$ cat config.mk
export PLATFORM = sky130hd
export DESIGN_NAME = mpa_arbiter
export DESIGN_NICKNAME = d
export VERILOG_FILES = /design/src/rtl/mpa_pkg.sv /design/src/rtl/mpa_ctrl.sv /design/src/rtl/mpa_datapath.sv /design/src/rtl/mpa_arbiter.sv
export SDC_FILE = /design/constraint.sdc
export NUM_CORES = 1
export LEC_CHECK = 0
export BUFFER_PORTS_ARGS = -buffer_cell sky130_fd_sc_hd__buf_4
export CAP_MARGIN = 20
export CORE_AREA = 3 3 183 185
export DETAILED_ROUTE_END_ITERATION = 16
export DIE_AREA = 0 0 186 188
export GPL_TIMING_DRIVEN = 0
export PLACE_DENSITY = 0.47
export SLEW_MARGIN = 20
export SYNTH_ARGS = -nofsm -noshare
export SYNTH_HDL_FRONTEND = slang
export SYNTH_SLANG_ARGS = --single-unit
$ cat constraint.sdc
create_clock -name clk -period 1.5 [get_ports clk]
set_input_delay 0.15 -clock clk [delete_from_list [all_inputs] [get_ports clk]]
set_output_delay 0.15 -clock clk [all_outputs]
set_load 0.02 [all_outputs]
$ cat src/rtl/mpa_pkg.sv
package mpa_pkg;

  localparam int unsigned SRC_NUM = 4;
  localparam int unsigned SRC_W   = $clog2(SRC_NUM);
  localparam int unsigned LVL_NUM = 3;

  typedef enum logic [SRC_W-1:0] {
    SRC_PRI_RD = 2'd0,
    SRC_PRI_WR = 2'd1,
    SRC_SEC_RD = 2'd2,
    SRC_SEC_WR = 2'd3
  } src_e;

  typedef struct packed {
    logic issue;
    src_e srcSel;
  } mpa_strobe_t;

endpackage

$ cat src/rtl/mpa_ctrl.sv
module mpa_ctrl
  import mpa_pkg::*;
(
  input  logic        clk,
  input  logic        rstN,
  input  logic        swapPri,
  input  logic        priRdReq,
  input  logic        priWrReq,
  input  logic        secRdReq,
  input  logic        secWrReq,
  output logic        priRdGnt,
  output logic        priWrGnt,
  output logic        secRdGnt,
  output logic        secWrGnt,
  output mpa_strobe_t strobe
);

  // Round-robin stage: bit0 = read, bit1 = write
  logic       rrPtr;        // 0: favour read, 1: favour write
  logic [1:0] rrGnt;
  logic       loReq;

  always_comb begin
    rrGnt = 2'b00;
    if (secRdReq && secWrReq) begin
      rrGnt = rrPtr ? 2'b10 : 2'b01;
    end else begin
      rrGnt = {secWrReq, secRdReq};
    end
  end
  assign loReq = |rrGnt;

  // Fixed-priority stage: bit2 = high, bit1 = medium, bit0 = low
  logic [LVL_NUM-1:0] lvlReq;
  logic [LVL_NUM-1:0] fixGnt;

  assign lvlReq = swapPri ? {priRdReq, priWrReq, loReq}
                          : {priWrReq, priRdReq, loReq};

  always_comb begin
    fixGnt = '0;
    for (int i = LVL_NUM-1; i >= 0; i--) begin
      if (lvlReq[i] && (fixGnt == '0)) begin
        fixGnt[i] = 1'b1;
      end
    end
  end

  always_comb begin
    priWrGnt = swapPri ? fixGnt[1] : fixGnt[2];
    priRdGnt = swapPri ? fixGnt[2] : fixGnt[1];
    secRdGnt = fixGnt[0] & rrGnt[0];
    secWrGnt = fixGnt[0] & rrGnt[1];
  end

  // Pointer advances only when the low level is actually granted
  always_ff @(posedge clk or negedge rstN) begin
    if (!rstN) begin
      rrPtr <= 1'b0;
    end else if (fixGnt[0]) begin
      rrPtr <= rrGnt[0];
    end
  end

  always_comb begin
    strobe.issue  = |fixGnt;
    strobe.srcSel = SRC_PRI_RD;
    if (priWrGnt)      strobe.srcSel = SRC_PRI_WR;
    else if (secRdGnt) strobe.srcSel = SRC_SEC_RD;
    else if (secWrGnt) strobe.srcSel = SRC_SEC_WR;
  end

  AST_ONE_GRANT: assert property (@(posedge clk) disable iff (!rstN)
    $onehot0({priRdGnt, priWrGnt, secRdGnt, secWrGnt})) else $error("multiple grants");
  AST_GNT_NEEDS_REQ: assert property (@(posedge clk) disable iff (!rstN)
    ((priRdGnt -> priRdReq) && (priWrGnt -> priWrReq) &&
     (secRdGnt -> secRdReq) && (secWrGnt -> secWrReq))) else $error("grant without request");
  AST_WORK_CONSERVE: assert property (@(posedge clk) disable iff (!rstN)
    (priRdReq || priWrReq || secRdReq || secWrReq) |->
    $countones({priRdGnt, priWrGnt, secRdGnt, secWrGnt}) == 1) else $error("idle with request");
  AST_ORDER_DEFAULT: assert property (@(posedge clk) disable iff (!rstN)
    (!swapPri && priWrReq) |-> priWrGnt) else $error("default order broken");
  AST_ORDER_SWAPPED: assert property (@(posedge clk) disable iff (!rstN)
    (swapPri && priRdReq) |-> priRdGnt) else $error("swapped order broken");
  AST_RR_HOLD: assert property (@(posedge clk) disable iff (!rstN)
    !(secRdGnt || secWrGnt) |=> $stable(rrPtr)) else $error("pointer moved");
  AST_RR_AFTER_RD: assert property (@(posedge clk) disable iff (!rstN)
    secRdGnt |=> rrPtr) else $error("pointer not on write");
  AST_RR_AFTER_WR: assert property (@(posedge clk) disable iff (!rstN)
    secWrGnt |=> !rrPtr) else $error("pointer not on read");

endmodule

$ cat src/rtl/mpa_datapath.sv
module mpa_datapath
  import mpa_pkg::*;
#(
  parameter int unsigned ADDR_W = 16,
  parameter int unsigned DATA_W = 128
) (
  input  logic              clk,
  input  logic              rstN,
  input  mpa_strobe_t       strobe,
  input  logic [ADDR_W-1:0] priRdAddr,
  input  logic [ADDR_W-1:0] priWrAddr,
  input  logic [DATA_W-1:0] priWrData,
  input  logic [ADDR_W-1:0] secRdAddr,
  input  logic [ADDR_W-1:0] secWrAddr,
  input  logic [DATA_W-1:0] secWrData,
  output logic              ramEn,
  output logic              ramWe,
  output logic [ADDR_W-1:0] ramAddr,
  output logic [DATA_W-1:0] ramWdata
);

  logic [ADDR_W-1:0] srcAddr [SRC_NUM];
  logic [DATA_W-1:0] srcData [SRC_NUM];
  logic [SRC_NUM-1:0] srcIsWr;

  assign srcAddr[SRC_PRI_RD] = priRdAddr;
  assign srcAddr[SRC_PRI_WR] = priWrAddr;
  assign srcAddr[SRC_SEC_RD] = secRdAddr;
  assign srcAddr[SRC_SEC_WR] = secWrAddr;
  assign srcData[SRC_PRI_RD] = '0;
  assign srcData[SRC_PRI_WR] = priWrData;
  assign srcData[SRC_SEC_RD] = '0;
  assign srcData[SRC_SEC_WR] = secWrData;

  for (genvar s = 0; s < SRC_NUM; s++) begin : g_kind
    assign srcIsWr[s] = (s == SRC_PRI_WR) || (s == SRC_SEC_WR);
  end

  always_ff @(posedge clk or negedge rstN) begin
    if (!rstN) begin
      ramEn    <= 1'b0;
      ramWe    <= 1'b0;
      ramAddr  <= '0;
      ramWdata <= '0;
    end else begin
      ramEn <= strobe.issue;
      ramWe <= strobe.issue && srcIsWr[strobe.srcSel];
      if (strobe.issue) begin
        ramAddr  <= srcAddr[strobe.srcSel];
        ramWdata <= srcData[strobe.srcSel];
      end
    end
  end

  AST_ISSUE_TO_RAM: assert property (@(posedge clk) disable iff (!rstN)
    strobe.issue |=> ramEn) else $error("granted beat lost");
  AST_IDLE_NO_RAM: assert property (@(posedge clk) disable iff (!rstN)
    !strobe.issue |=> !ramEn && !ramWe) else $error("spurious RAM access");
  AST_WE_IMPLIES_EN: assert property (@(posedge clk) disable iff (!rstN)
    ramWe |-> ramEn) else $error("write without enable");

endmodule

$ cat src/rtl/mpa_arbiter.sv
module mpa_arbiter
  import mpa_pkg::*;
#(
  parameter int unsigned ADDR_W = 16,
  parameter int unsigned DATA_W = 128
) (
  input  logic              clk,
  input  logic              rstN,
  input  logic              swapPri,
  input  logic              priRdReq,
  input  logic [ADDR_W-1:0] priRdAddr,
  input  logic              priWrReq,
  input  logic [ADDR_W-1:0] priWrAddr,
  input  logic [DATA_W-1:0] priWrData,
  input  logic              secRdReq,
  input  logic [ADDR_W-1:0] secRdAddr,
  input  logic              secWrReq,
  input  logic [ADDR_W-1:0] secWrAddr,
  input  logic [DATA_W-1:0] secWrData,
  output logic              priRdGnt,
  output logic              priWrGnt,
  output logic              secRdGnt,
  output logic              secWrGnt,
  output logic              ramEn,
  output logic              ramWe,
  output logic [ADDR_W-1:0] ramAddr,
  output logic [DATA_W-1:0] ramWdata
);

  mpa_strobe_t strobe;

  mpa_ctrl u_ctrl (
    .clk      (clk),
    .rstN     (rstN),
    .swapPri  (swapPri),
    .priRdReq (priRdReq),
    .priWrReq (priWrReq),
    .secRdReq (secRdReq),
    .secWrReq (secWrReq),
    .priRdGnt (priRdGnt),
    .priWrGnt (priWrGnt),
    .secRdGnt (secRdGnt),
    .secWrGnt (secWrGnt),
    .strobe   (strobe)
  );

  mpa_datapath #(.ADDR_W(ADDR_W), .DATA_W(DATA_W)) u_dp (
    .clk       (clk),
    .rstN      (rstN),
    .strobe    (strobe),
    .priRdAddr (priRdAddr),
    .priWrAddr (priWrAddr),
    .priWrData (priWrData),
    .secRdAddr (secRdAddr),
    .secWrAddr (secWrAddr),
    .secWrData (secWrData),
    .ramEn     (ramEn),
    .ramWe     (ramWe),
    .ramAddr   (ramAddr),
    .ramWdata  (ramWdata)
  );

endmodule

; Yosys cells after proc, flatten, opt, wreduce, memory -nomap -nowiden
; Cells that the tools add are included.
[totals]
register_bits = 147
in_bits = 327
out_inout_bits = 150
wordCells = 37
[op_classes]
n_lt_le_gt_ge = 2
mux = 19
n_bitwise = 4
n_reduce_logical = 7
[ops]
columns = op, count
row1 = $bmux W128 S2, 1
row2 = $mux W128, 2
row3 = $bmux W16 S2, 1
row4 = $mux W16, 2
row5 = $mux W2, 5
row6 = $mux W1, 6
row7 = $logic_and A1 B1 Y1, 4
row8 = $ge A3 B3 Y1 const B, 1
row9 = $lt A2 B3 Y1 const B, 1
row10 = $mux W3, 1
row11 = $not A2 Y3, 1
row12 = $reduce_or A3 Y1, 1
row13 = $and A1 B1 Y1, 2
row14 = $bmux W1 S2, 1
row15 = $logic_not A2 Y1, 1
row16 = $reduce_or A2 Y1, 1
row17 = $not A1 Y1, 1

; Depth between registers and ports, before layout
; Gate-level depths: netlist of the first run.
[logic_depth]
depth_word = 19
mapped_depth = 7
depth_no_buf = 5

; By module
; A second synthesis of the first run with hierarchy kept.
[hier_totals]
cells_unflattened = 666
area_unflattened_um2 = 7527.2
[by_module_without_submodules]
columns = module, n_inst, cells_each, area_each_um2, seq_area_each_um2
row1 = mpa_datapath, 1, 650, 7410.9, 3653.5
row2 = mpa_ctrl, 1, 16, 116.4, 25.0

; Worst setup path before layout of the first run
; No wires, ideal clock.
[synth_path]
kind = reg2reg
from = reg u_ctrl.rrPtr
to = reg u_dp.ramAddr[4]
setup_time_ns = 0.129
t_arrival_ns = 1.396
required_ns = 1.371
setup_slack_ns = -0.025
stages_incl_launch_ff = 8
n_path_buf = 2
synth_period_minus_slack_ns = 1.525
path_cell_list = dfrtp_1 -> nand2b_1 -> a31oi_4 -> buf_6 -> inv_2 -> nor2_4 -> buf_4 -> a211oi_1
[synth_via]
elab_chain_len = 14
word_cells_on_any_way = 16
cone_classes = mux: 10 / bitwise: 3 / reduce/logical: 3
[synth_lines]
columns = item, line_no
row1 = "start, declared", mpa_ctrl.sv:19  ; logic rrPtr;
row2 = "start signal, assigned", mpa_ctrl.sv:61  ; rrPtr <= rrGnt[0];
row3 = $mux W2 (*), mpa_ctrl.sv:26  ; rrGnt = rrPtr ? 2'b10 : 2'b01;
row4 = $mux W2 (*), mpa_ctrl.sv:25  ; if (secRdReq && secWrReq) begin
row5 = $reduce_or A2 Y1, mpa_ctrl.sv:31  ; assign loReq = |rrGnt;
row6 = $mux W3, mpa_ctrl.sv:37  ; assign lvlReq = swapPri ? {priRdReq, priWrReq, loReq}
row7 = $logic_and A1 B1 Y1, mpa_ctrl.sv:43  ; if (lvlReq[i] && (fixGnt == '0)) begin
row8 = $mux W1, mpa_ctrl.sv:43
row9 = $and A1 B1 Y1, mpa_ctrl.sv:53  ; secWrGnt = fixGnt[0] & rrGnt[1];
row10 = $mux W2, mpa_ctrl.sv:70  ; else if (secWrGnt) strobe.srcSel = SRC_SEC_WR;
row11 = $mux W2, mpa_ctrl.sv:69  ; else if (secRdGnt) strobe.srcSel = SRC_SEC_RD;
row12 = $mux W2, mpa_ctrl.sv:68  ; if (priWrGnt) strobe.srcSel = SRC_PRI_WR;
row13 = $not A2 Y3 (not written as such), mpa_datapath.sv:49  ; ramAddr <= srcAddr[strobe.srcSel];
row14 = $bmux W16 S2, mpa_datapath.sv:49
row15 = $mux W16 (not written as such) (2 in series), mpa_datapath.sv:49
row16 = "end signal, assigned", mpa_datapath.sv:49
row17 = "end, declared", mpa_datapath.sv:18  ; output logic [ADDR_W-1:0] ramAddr,
; Every way passes the cells marked *; elsewhere a longest branch is shown, timed or not. The select of a mux whose other input is x is not followed.
; A chain may end at the register's enable or synchronous reset.

; Final worst setup path of the first run
[layout_path]
from = reg u_ctrl.rrPtr
to = reg u_dp.ramAddr[7]
; Same word-level chain as after synthesis.

==> impl_metrics.sql, run 1 <==
INSERT INTO impl_metrics (metric_group, metric, value, unit) VALUES
('logic_synthesis', 'synth-seq-cells', '147', ''),
('setup_path', 'cp_slowest_stage_delay', '0.40', 'ns'),
('detailed_routing', 'drt-pass1-iter-count', '4', ''),
('detailed_routing', 'antenna_violating_nets_post_route', '0', ''),
('setup_path', 'timing.setup.critical_path_class', 'flop to flop', ''),
('status', 'violated_checks', 'negative setup slack', ''),
('place', 'number_of_port_buffers', '476', ''),
('place', 'dp.final_hpwl', '24.7', 'mm'),
('timing', 'achievable-frequency', '627', 'MHz'),
('logic_synthesis', 'synth_sequential_area_ratio', '52.0', '%'),
('logic_synthesis', 'synthCells', '682', ''),
('clock_tree', 'clk_pin_slew', '0.08', 'ns'),
('detailed_routing', 'route.detailed.vias_per_inst', '4.37', ''),
('timing', 'fin_ws', '-0.0954', 'ns'),
('setup_path', 'critical-path-top-cell-by-count', 'buf_12', ''),
('timing', 'slew-limit-headroom', '60.0', '%'),
('power', 'seqPwrFrac', '37.4', '%'),
('die', 'die-area', '0.0350', 'mm^2'),
('timing', 'period_utilization_post_route', '106', '%'),
('status', 'outcome', 'finished, violations left', ''),
('logic_synthesis', 'postSynthAreaPerCell', '10.4', 'um^2'),
('clock_tree', 'clock_buffers_created_by_tritoncts', '17', ''),
('setup_path', 'worstPathBufferInverterCount', '4', ''),
('layout', 'share_of_layout_cells_above_drive_strength_1', '47.1', '%'),
('setup_path', 'timing.critical_path.from_type', 'flop', ''),
('global_routing', 'vias_in_the_first_global_route', '7971', ''),
('power', 'combinationalPowerShare', '27.1', '%'),
('setup_path', 'timing.critical_path.slowest_stage_cell', 'dfrtp_1', ''),
('detailed_routing', 'postRouteWirelength', '31.7', 'mm'),
('logic_synthesis', 'synth_cell_types', '26', ''),
('power', 'leakage_power', '6.04', 'nW'),
('power', 'p_int', '0.00848', 'W'),
('setup_path', 'highest_net_fanout_along_the_worst_path', '5', ''),
('clock_tree', 'clk_path_buf_depth', '2', ''),
('setup_path', 'r2r_cells', '8', ''),
('layout', 'antenna-diode-count', '0', ''),
('logic_synthesis', 'synth.yosys.warnings', '0', ''),
('setup_path', 'critPathLaunch', 'u_ctrl.rrPtr', ''),
('setup_path', 'critical_path_required', '1.80', 'ns'),
('logic_synthesis', 'yosys.area.top_type', 'dfrtp_1', ''),
('min_path', 'holdCritPathClass', 'input pin to flop', ''),
('setup_path', 'critical_path_depth', '8', ''),
('global_routing', 'largest_net_degree_at_the_start_of_global_routing', '78', ''),
('power', 'pwr-share-clk', '35.5', '%'),
('detailed_routing', 'drc_errors', '0', ''),
('layout', 'layout.cells.most_common', 'buf_4', ''),
('detailed_routing', 'first_iter_violations', '281', ''),
('layout', 'syn_to_final_growth', '80.0', '%'),
('clock_tree', 'cts_root_buffer', 'clkbuf_16', ''),
('timing', 'final_hold_viol_count', '0', ''),
('detailed_routing', 'post_drt_wl_per_cell', '19.0', 'um'),
('die', 'io_pins', '477', ''),
('logic_synthesis', 'synth_fp_nets', '1009', ''),
('timing', 'report.final.setup_viol', '23', ''),
('setup_path', 'worstSetupEndpointType', 'flop', ''),
('clock_tree', 'clock-sinks', '147', ''),
('power', 'vdd_drop_max', '0.630', 'mV'),
('die', 'start_util', '22.0', '%'),
('logic_synthesis', 'synth.cell_area', '0.00708', 'mm^2'),
('die', 'die-height', '188', 'um'),
('setup_path', 'timing.critical_path.to', 'u_dp.ramAddr[7]', ''),
('clock_tree', 'clk_latency', '0.42', 'ns'),
('setup_path', 'critical_path.reg2reg.endpoint', 'u_dp.ramAddr[7]', ''),
('power', 'power_switching', '0.00371', 'W'),
('timing', 'timing.final.max_slew_violations', '0', ''),
('logic_synthesis', 'netlist_top_cells_area', 'dfrtp_1, mux2i_1, o21ai_1, nand2_1, a211oi_1', ''),
('die', 'core_region_area', '0.0322', 'mm^2'),
('timing', 'timing.final.crit_period', '1.60', 'ns'),
('layout', 'mostFrequentLayoutCells', 'buf_4, dfrtp_1, mux2i_1, nand2_1, o21ai_1', ''),
('setup_path', 'worst_endpoint_data_arrival_time', '1.90', 'ns'),
('power', 'sw_frac_of_total', '30.5', '%');
worst min path at each step:
stage                    from            endpoint  slack (ns)  cells after the start
6_report       priWrData[102]  u_dp.ramWdata[102]        0.02                      3
5_1_grt        priWrData[102]  u_dp.ramWdata[102]        0.01                      3
4_1_cts        secWrData[101]  u_dp.ramWdata[101]     0.00008                      3
3_5_place_dp             rstN    u_dp.ramAddr[11]        0.14                      1
3_3_place_gp    priWrData[52]   u_dp.ramWdata[52]        0.42                      3
2_1_floorplan            rstN        u_ctrl.rrPtr       -0.15                      0
routing by layer:
| metal | up-vias | GRT usage (%) | part of all wire (%) | routed length, um |
|---|---|---|---|---|
| met2 | 257 | 30.9 | 51 | 16200 |
| met3 | 30 | 4.17 | 6.3 | 2000 |
| met5 | - | 0 | 0 | 0 |
| met1 | 3482 | 21.2 | 41 | 13000 |
| met4 | 0 | 4.70 | 1.7 | 551 |
| li1 | 3533 | - | - | - |
registers in the layout (all words and copies together), names as in the netlist:
name           flops
u_dp.ramWdata    128
u_dp.ramAddr      16
u_ctrl.rrPtr       1
u_dp.ramEn         1
u_dp.ramWe         1
power by group through the flow:
stage               Clock (W)  Sequential [W]  Combinational, W
floorplan                   0         0.00508          0.000777
global placement            0         0.00461           0.00303
detailed placement          0         0.00463           0.00305
CTS                   0.00447         0.00456           0.00335
global route          0.00464         0.00461           0.00354
finish                0.00433         0.00456           0.00330
timing repair:
| action | 4_1_cts | 5_1_grt |
|---|---|---|
| hold endpoints to repair | 108 | 0 |
| resized for setup | 50 | 15 |
| gates cloned | 2 | 0 |
| buffers inserted | 8 | 1 |
| endpoints found under the setup margin | 147 | 127 |
| pin swaps | 4 | 7 |
| hold buffers | 63 | 0 |
synth_stat cells, drive strengths merged:
cell type  count
o21bai         1
o21ai        128
nor2          19
and3          17
a21boi         1
nand2b         1
nand2        130
a21oi          2
a31oi          1
dfrtp        147
a211oi        32
or2            1
mux2i        144
clkbuf        15
buf           36
inv            5
nor3           2
area by class of cell:
class / count / area (um^2) / share of cell area (%)
Tap cell: 408 / 510 / 4.01
Inverter: 5 / 23.8 / 0.187
Buffer: 51 / 388 / 3.04
Clock inverter: 13 / 151 / 1.19
Timing Repair Buffer: 551 / 4380 / 34.3
Multi-Input combinational cell: 479 / 3190 / 25.0
Sequential cell: 147 / 3680 / 28.9
Clock buffer: 18 / 429 / 3.37
per-stage QoR:
stage / instances / setup slack [ns] / total power [W] / util [%] / TNS, ns
final: 1672 / -0.0954 / 0.0122 / 39.6 / -1.13
after global routing: 1672 / -0.148 / 0.0128 / 39.6 / -3.79
after detailed placement: 1567 / -0.666 / 0.00768 / 34.8 / -57.89
after CTS: 1671 / -0.186 / 0.0124 / 39.4 / -4.31
after floorplan: 682 / 0.0207 / 0.00586 / - / 0
after global placement: 1566 / -0.634 / 0.00764 / 34.7 / -136.76
worst reg2reg max path, cell delays in order (launching register included):
cell and delay, ns:
dfrtp_1 0.40, nand2b_4 0.16, a31oi_4 0.15, buf_12 0.15
buf_12 0.13, inv_6 0.04, nor2_4 0.19, clkbuf_16 0.20
a211oi_2 0.06
kinds of logic (layout without fill, tap and decap cells):
| family | count (synthesis) | after routing | synth area share (%) |
|---|---|---|---|
| simple gates | 170 | 170 | 9.99 |
| mux | 144 | 144 | 20.4 |
| flops | 147 | 147 | 52.0 |
| buf+inv | 56 | 638 | 4.45 |
| compound gates | 165 | 165 | 13.2 |
(Power assumes the default switching activity.)
==> run 2, diff against run 1 <==
Settings changed: GPL_TIMING_DRIVEN 0 to not set.
==> run 2 against run 1 <==
The flow now finishes without violations. Wire length down 3.7%. Design area rose by 2.9%. Clock-buffer cell count grew 1. Worst setup slack improved by 0.10 ns. Sequential cell count stayed put. Sequential share of layout area decreased by 0.82 points. Global-route usage shrank 1.3 points. Utilization is 1.2 points higher. Register-to-register slack better by 0.10 ns. Critical path type unchanged. Highest routed layer unchanged.
==> impl_metrics.sql, run 2 (synthesis results as in run 1) <==
INSERT INTO impl_metrics (metric_group, metric, value, unit) VALUES
('layout', 'mostFrequentLayoutCells', 'buf_4, dfrtp_1, mux2i_1, nand2_1, o21ai_1', ''),
('global_routing', 'number_of_antenna_violations_at_the_first_check_in_global_routing', '0', ''),
('power', 'power_density', '928', 'mW/mm^2'),
('die', 'die-height', '188', 'um'),
('timing', 'timing.final.max_slew_violations', '0', ''),
('layout', 'layout.cells.non_filler', '1687', ''),
('power', 'leakage_power', '6.23', 'nW'),
('setup_path', 'worstPathCellList', 'nand2b_4 > a31oi_4 > buf_8 > buf_12 > clkbuf_16 > o21ai_2', ''),
('die', 'fp.dieW', '186', 'um'),
('clock_tree', 'clk_latency', '0.41', 'ns'),
('global_routing', 'global_route.peak_usage_layer', 'met2', ''),
('global_routing', 'gr-usage-met2', '28.8', '%'),
('timing', 'finalSetupTns', '0', 'ns'),
('detailed_routing', 'post_drt_wl_per_cell', '18.1', 'um'),
('global_routing', 'groute.layer.met1.usage', '19.1', '%'),
('timing', 'period_utilization_post_route', '99.5', '%'),
('global_routing', 'largest_net_degree_at_the_start_of_global_routing', '59', ''),
('clock_tree', 'clock-sinks', '147', ''),
('clock_tree', 'cts_max_level', '4', ''),
('clock_tree', 'clk_path_buf_depth', '2', ''),
('clock_tree', 'clock_buffers_created_by_tritoncts', '17', ''),
('clock_tree', 'cts_tree', 'yes', ''),
('timing', 'tightest_slew', '0.433', 'ns'),
('setup_path', 'timing.critical_path.from_type', 'flop', ''),
('global_routing', 'gr-usage-all-layers', '16.2', '%'),
('layout', 'regMostFlops', 'u_dp.ramWdata', ''),
('layout', 'syn_to_final_growth', '85.3', '%'),
('timing', 'rsz0062_at_grt', 'true', ''),
('timing', 'slew-limit-headroom', '71.1', '%'),
('place', 'place.detailed.instances', '1577', ''),
('die', 'io_pins', '477', ''),
('layout', 'share_of_layout_cells_above_drive_strength_1', '49.5', '%'),
('setup_path', 'worst_endpoint_data_arrival_time', '1.78', 'ns'),
('timing', 'report.final.setup_viol', '0', ''),
('timing', 'finalClockSkew', '0.00920', 'ns'),
('die', 'core_region_area', '0.0322', 'mm^2'),
('detailed_routing', 'antenna_violating_nets_post_route', '0', ''),
('global_routing', 'grt-ovfl-total', '0', ''),
('detailed_routing', 'drc_errors', '0', ''),
('setup_path', 'critical_path_required', '1.79', 'ns'),
('setup_path', 'critical-path-top-delay-family', 'buffers and inverters', ''),
('detailed_routing', 'first_iter_violations', '159', ''),
('place', 'dp.final_hpwl', '22.9', 'mm'),
('layout', 'layout.cells.most_common', 'buf_4', ''),
('timing', 'timing.final.crit_period', '1.49', 'ns'),
('place', 'routabilityCongestion', '0.780', ''),
('detailed_routing', 'route.vias.total', '7302', ''),
('clock_tree', 'cts_root_buffer', 'clkbuf_16', ''),
('timing', 'final_hold_viol_count', '0', ''),
('global_routing', 'groute.layer.met3.usage', '4.25', '%'),
('setup_path', 'worstSetupEndpointType', 'flop', ''),
('setup_path', 'worstPathBufferInverterCount', '3', ''),
('power', 'vdd_drop_max', '0.644', 'mV'),
('setup_path', 'timing.critical_path.slowest_stage_cell', 'dfrtp_1', ''),
('clock_tree', 'clk_pin_slew', '0.07', 'ns'),
('layout', 'number_of_flip_flops_in_the_largest_register', '128', ''),
('global_routing', 'vias_in_the_first_global_route', '7677', ''),
('detailed_routing', 'drt-pass1-iter-count', '4', ''),
('global_routing', 'grt_first_pass_wirelength', '43.6', 'mm'),
('layout', 'final_net_count', '1593', ''),
('layout', 'reg_top3', 'u_dp.ramWdata x128, u_dp.ramAddr x16', ''),
('flow_run', 'timing.max_cap.violations', '0', ''),
('detailed_routing', 'route.detailed.vias_per_inst', '4.33', ''),
('detailed_routing', 'postRouteWirelength', '30.6', 'mm'),
('die', 'die-area', '0.0350', 'mm^2'),
('timing', 'achievable-frequency', '670', 'MHz'),
('setup_path', 'timing.setup.critical_path_class', 'flop to flop', ''),
('layout', 'antenna-diode-count', '0', ''),
('die', 'start_util', '22.0', '%'),
('setup_path', 'highest_net_fanout_along_the_worst_path', '6', ''),
('setup_path', 'cp_slowest_stage_delay', '0.38', 'ns'),
('min_path', 'holdCritPathClass', 'input pin to flop', ''),
('place', 'number_of_port_buffers', '476', ''),
('die', 'placementRows', '66', ''),
('status', 'outcome', 'complete, no violations', '');
## run 2: changes by cell type in the layout (fill, tap and decap cells not counted), sizes merged
cell	change
buf	+30
bufinv	-1
clkbuf	-11
clkinv	+4
clkinvlp	-2
dlygate4sd3	-4
inv	-1
## run 2: layer usage
layer  vias up  part of all wire (%)  routed length (um)
met4         0                   1.9                 575
met3        32                   6.4                1970
li1       3561                     -                   -
met2       261                    51               15600
met1      3448                    41               12400
met5         -                     0                   0
## run 2: final cells by class
cell class,instances,area [um^2]
Tap cell,408,510
Inverter,5,21.3
Timing Repair Buffer,616,5100
Fill cell,3256,19100
Multi-Input combinational cell,479,3250
Clock inverter,13,126
Clock buffer,19,433
Sequential cell,147,3680
## run 2: path summary, 6_finish.rpt
check / depth (start not counted) / from / to / slack [ns]
worst max-delay path: 6 / u_ctrl.rrPtr / u_dp.ramWdata[51] / 0.007
worst min-delay path: 3 / secWrData[109] / u_dp.ramWdata[109] / 0.02
worst max register to register: 6 / u_ctrl.rrPtr / u_dp.ramWdata[51] / 0.007
worst min register to register: 2 / u_dp.ramWdata[119] / u_dp.ramWdata[119] / 0.48
max in group asynchronous: 3 / rstN / u_dp.ramWdata[114] / 0.69
min in group asynchronous: 2 / rstN / u_dp.ramWdata[65] / 0.21
## run 2: where the power goes
part	leakage [nW]	switching (W)	internal, W
clock network	0.261	0.00186	0.00231
registers	1.85	0.000209	0.00434
logic	4.11	0.00167	0.00178
## run 2: metrics by stage
step	area (um^2)	worst slack [ns]	total power (W)	hold slack [ns]	util, %
after floorplan	7080	0.0207	0.00586	-0.146	-
after global placement	11500	-0.0920	0.00773	0.104	35.7
after detailed placement	11500	-0.107	0.00774	0.110	35.7
after CTS	12800	-0.0369	0.0122	0.000127	39.6
after global routing	13100	-0.0859	0.0128	0.000518	40.7
final	13100	0.00737	0.0122	0.0176	40.7
## run 2: tightest hold or removal path, delay by kind of cell
kind            cells  cell delay (ns)
compound gates      1             0.11
buf+inv             1             0.08
mux                 1             0.06
## run 2: repair_timing
| action | 4_1_cts | 5_1_grt |
|---|---|---|
| resized for setup | 6 | 53 |
| cloned | 1 | 6 |
| endpoints found under the setup margin | 65 | 112 |
| setup buffers | 5 | 9 |
| hold buffers | 59 | 0 |
| endpoints found under the hold margin | 65 | 0 |
| pin swaps | 0 | 42 |
==> run 3, diff against run 2 <==
Settings changed: PLACE_DENSITY 0.47 to not set.
==> run 3 against run 2 <==
Utilization grew 1.1 points. Register-to-register slack improved by 0.03 ns. Non-clock buffer count rose by 49. Clock power increased by 12%. Clock-buffer cell count decreased by 1. Via count increased by 4.1%. Clock skew rose by 0.00077 ns. Sequential cell count unchanged. Maximum frequency up 2.4%. Sequential share of layout area fell by 0.72 points. Worst setup slack better by 0.034 ns. Die area unchanged.
==> impl_metrics.sql, run 3 (synthesis results as in run 1) <==
INSERT INTO impl_metrics (metric_group, metric, value, unit) VALUES
('layout', 'syn_to_final_growth', '90.2', '%'),
('setup_path', 'critical-path-top-cell-by-count', 'a211oi_1', ''),
('clock_tree', 'clock_buffers_created_by_tritoncts', '17', ''),
('flow_run', 'timing.max_cap.violations', '0', ''),
('timing', 'period_utilization_post_route', '97.2', '%'),
('die', 'die-height', '188', 'um'),
('place', 'place.detailed.instances', '1579', ''),
('layout', 'layout.cells.most_common', 'buf_4', ''),
('layout', 'regMostFlops', 'u_dp.ramWdata', ''),
('layout', 'final_design_area_no_fill', '0.0135', 'mm^2'),
('setup_path', 'worstPathCellList', 'nand2b_4 > a31oi_4 > buf_12 > a211oi_1 > buf_4 > a211oi_1', ''),
('setup_path', 'timing.critical_path.slowest_stage_cell', 'dfrtp_1', ''),
('status', 'outcome', 'complete, no violations', ''),
('die', 'core_region_area', '0.0322', 'mm^2'),
('power', 'power_density', '937', 'mW/mm^2'),
('place', 'pre_cts_slack', '-0.0756', 'ns'),
('timing', 'final.hold.worst_slack', '0.0120', 'ns'),
('layout', 'mostFrequentLayoutCells', 'buf_4, dfrtp_1, mux2i_1, nand2_1, o21ai_1', ''),
('layout', 'finish.utilization', '41.8', '%'),
('setup_path', 'timing.setup.critical_path_class', 'flop to flop', ''),
('clock_tree', 'clk_pin_slew', '0.06', 'ns'),
('detailed_routing', 'postRouteWirelength', '29.8', 'mm'),
('place', 'routabilityCongestion', '0.799', ''),
('clock_tree', 'cts_root_buffer', 'clkbuf_16', ''),
('layout', 'final_net_count', '1642', ''),
('timing', 'rsz0062_at_grt', 'true', ''),
('power', 'leakage_power', '6.37', 'nW'),
('layout', 'antenna-diode-count', '0', ''),
('die', 'io_pins', '477', ''),
('place', 'placed_cell_area', '0.0115', 'mm^2'),
('place', 'dp.final_hpwl', '21.7', 'mm'),
('detailed_routing', 'drt-pass1-iter-count', '4', ''),
('global_routing', 'grt-ovfl-total', '0', ''),
('setup_path', 'worstSetupEndpointType', 'flop', ''),
('setup_path', 'cp_slowest_stage_delay', '0.40', 'ns'),
('clock_tree', 'clk_path_buf_depth', '2', ''),
('detailed_routing', 'route.detailed.vias_per_inst', '4.38', ''),
('setup_path', 'critical_path_required', '1.83', 'ns'),
('die', 'start_util', '22.0', '%'),
('detailed_routing', 'route.vias.total', '7598', ''),
('detailed_routing', 'drc_errors', '0', ''),
('setup_path', 'worst_endpoint_data_arrival_time', '1.79', 'ns'),
('timing', 'achievable-frequency', '686', 'MHz'),
('layout', 'reg_top3', 'u_dp.ramWdata x128, u_dp.ramAddr x16', ''),
('global_routing', 'largest_net_degree_at_the_start_of_global_routing', '54', ''),
('layout', 'number_of_flip_flops_in_the_largest_register', '128', ''),
('min_path', 'min_path_cells', '3', ''),
('detailed_routing', 'antenna_violating_nets_post_route', '0', ''),
('detailed_routing', 'first_iter_violations', '275', ''),
('die', 'die-area', '0.0350', 'mm^2'),
('min_path', 'holdCritPathClass', 'input pin to flop', ''),
('global_routing', 'grt_first_pass_wirelength', '43.1', 'mm'),
('setup_path', 'timing.critical_path.from_type', 'flop', ''),
('power', 'vdd_drop_max', '0.719', 'mV'),
('setup_path', 'highest_net_fanout_along_the_worst_path', '20', ''),
('global_routing', 'number_of_antenna_violations_at_the_first_check_in_global_routing', '0', ''),
('timing', 'timing.final.crit_period', '1.46', 'ns'),
('die', 'placementRows', '66', ''),
('global_routing', 'vias_in_the_first_global_route', '7898', ''),
('clock_tree', 'clock-sinks', '147', ''),
('detailed_routing', 'post_drt_wl_per_cell', '17.2', 'um'),
('clock_tree', 'clk_latency', '0.42', 'ns'),
('timing', 'finalClockSkew', '0.00997', 'ns'),
('layout', 'layout.cells.non_filler', '1735', ''),
('timing', 'final_hold_viol_count', '0', ''),
('timing', 'timing.final.max_slew_violations', '0', ''),
('die', 'fp.dieW', '186', 'um'),
('timing', 'fin_ws', '0.0417', 'ns'),
('setup_path', 'r2r_cells', '6', ''),
('clock_tree', 'cts_max_level', '4', ''),
('clock_tree', 'cts_tree', 'yes', ''),
('place', 'number_of_port_buffers', '476', ''),
('timing', 'slew-limit-headroom', '72.5', '%'),
('layout', 'share_of_layout_cells_above_drive_strength_1', '44.4', '%'),
('timing', 'report.final.setup_viol', '0', ''),
('global_routing', 'gr-usage-all-layers', '15.9', '%'),
('timing', 'tightest_slew', '0.412', 'ns');
==> run 3: cell count changes in the layout (fill, tap and decap cells not counted), sizes merged, moves of 3 or more <==
cell	before	now
dlygate4sd3	59	117
buf	552	545
bufinv	1	4
clkbuf	24	21
clkinv	4	1
==> run 3: path summary, 6_finish.rpt <==
path,from,end,slack [ns]
worst min-delay path,priWrData[115],u_dp.ramWdata[115],0.01
worst min register to register,u_dp.ramWdata[123],u_dp.ramWdata[123],0.48
min in group asynchronous,rstN,u_dp.ramWdata[121],0.22
worst max register to register,u_ctrl.rrPtr,u_dp.ramAddr[2],0.04
worst max-delay path,u_ctrl.rrPtr,u_dp.ramAddr[2],0.04
max in group asynchronous,rstN,u_dp.ramWdata[28],0.67
==> run 3: stage by stage <==
stage | setup TNS [ns] | power, W
finish | 0 | 0.0126
global route | -0.0263 | 0.0132
CTS | 0 | 0.0127
detailed placement | -1.97 | 0.00770
global placement | -0.493 | 0.00767
floorplan | 0 | 0.00586
==> run 3: report_power, final <==
group	switching [W]	total (W)	internal [W]
Sequential	0.000214	0.00456	0.00434
Clock	0.00181	0.00466	0.00286
Combinational	0.00161	0.00339	0.00178
Total	0.00363	0.0126	0.00898
==> run 3: area by class of cell <==
cell class	count	area, um^2
fill	3045	18700
clock buffer	18	439
tap	408	510
multi-input combinational	479	3110
clock inverter	13	198
timing repair buffer	665	5510
inverter	5	18.8
sequential	147	3680
==> run 3: timing repair <==
item	CTS	global route
gates cloned	0	3
resized for setup	3	4
endpoints found under the setup margin	64	71
hold buffers	115	2
pin swaps	1	2
hold endpoints to repair	108	2
setup buffers	1	4
==> run 3: layer usage <==
metal,GRT usage (%),wire (um),up-vias
met5,0,0,-
met4,4.87,598,0
met3,4.69,2160,36
met2,28.5,15500,304
met1,18.0,11600,3608
li1,-,-,3650
==> run 3: critical path, delay by kind of cell, from the launching register on <==
kind                   cells  cell delay [ns]
AOI/OAI and AO/OA          3             0.45
DFF                        1             0.40
buffers and inverters      2             0.35
and+or+nand+nor            1             0.16
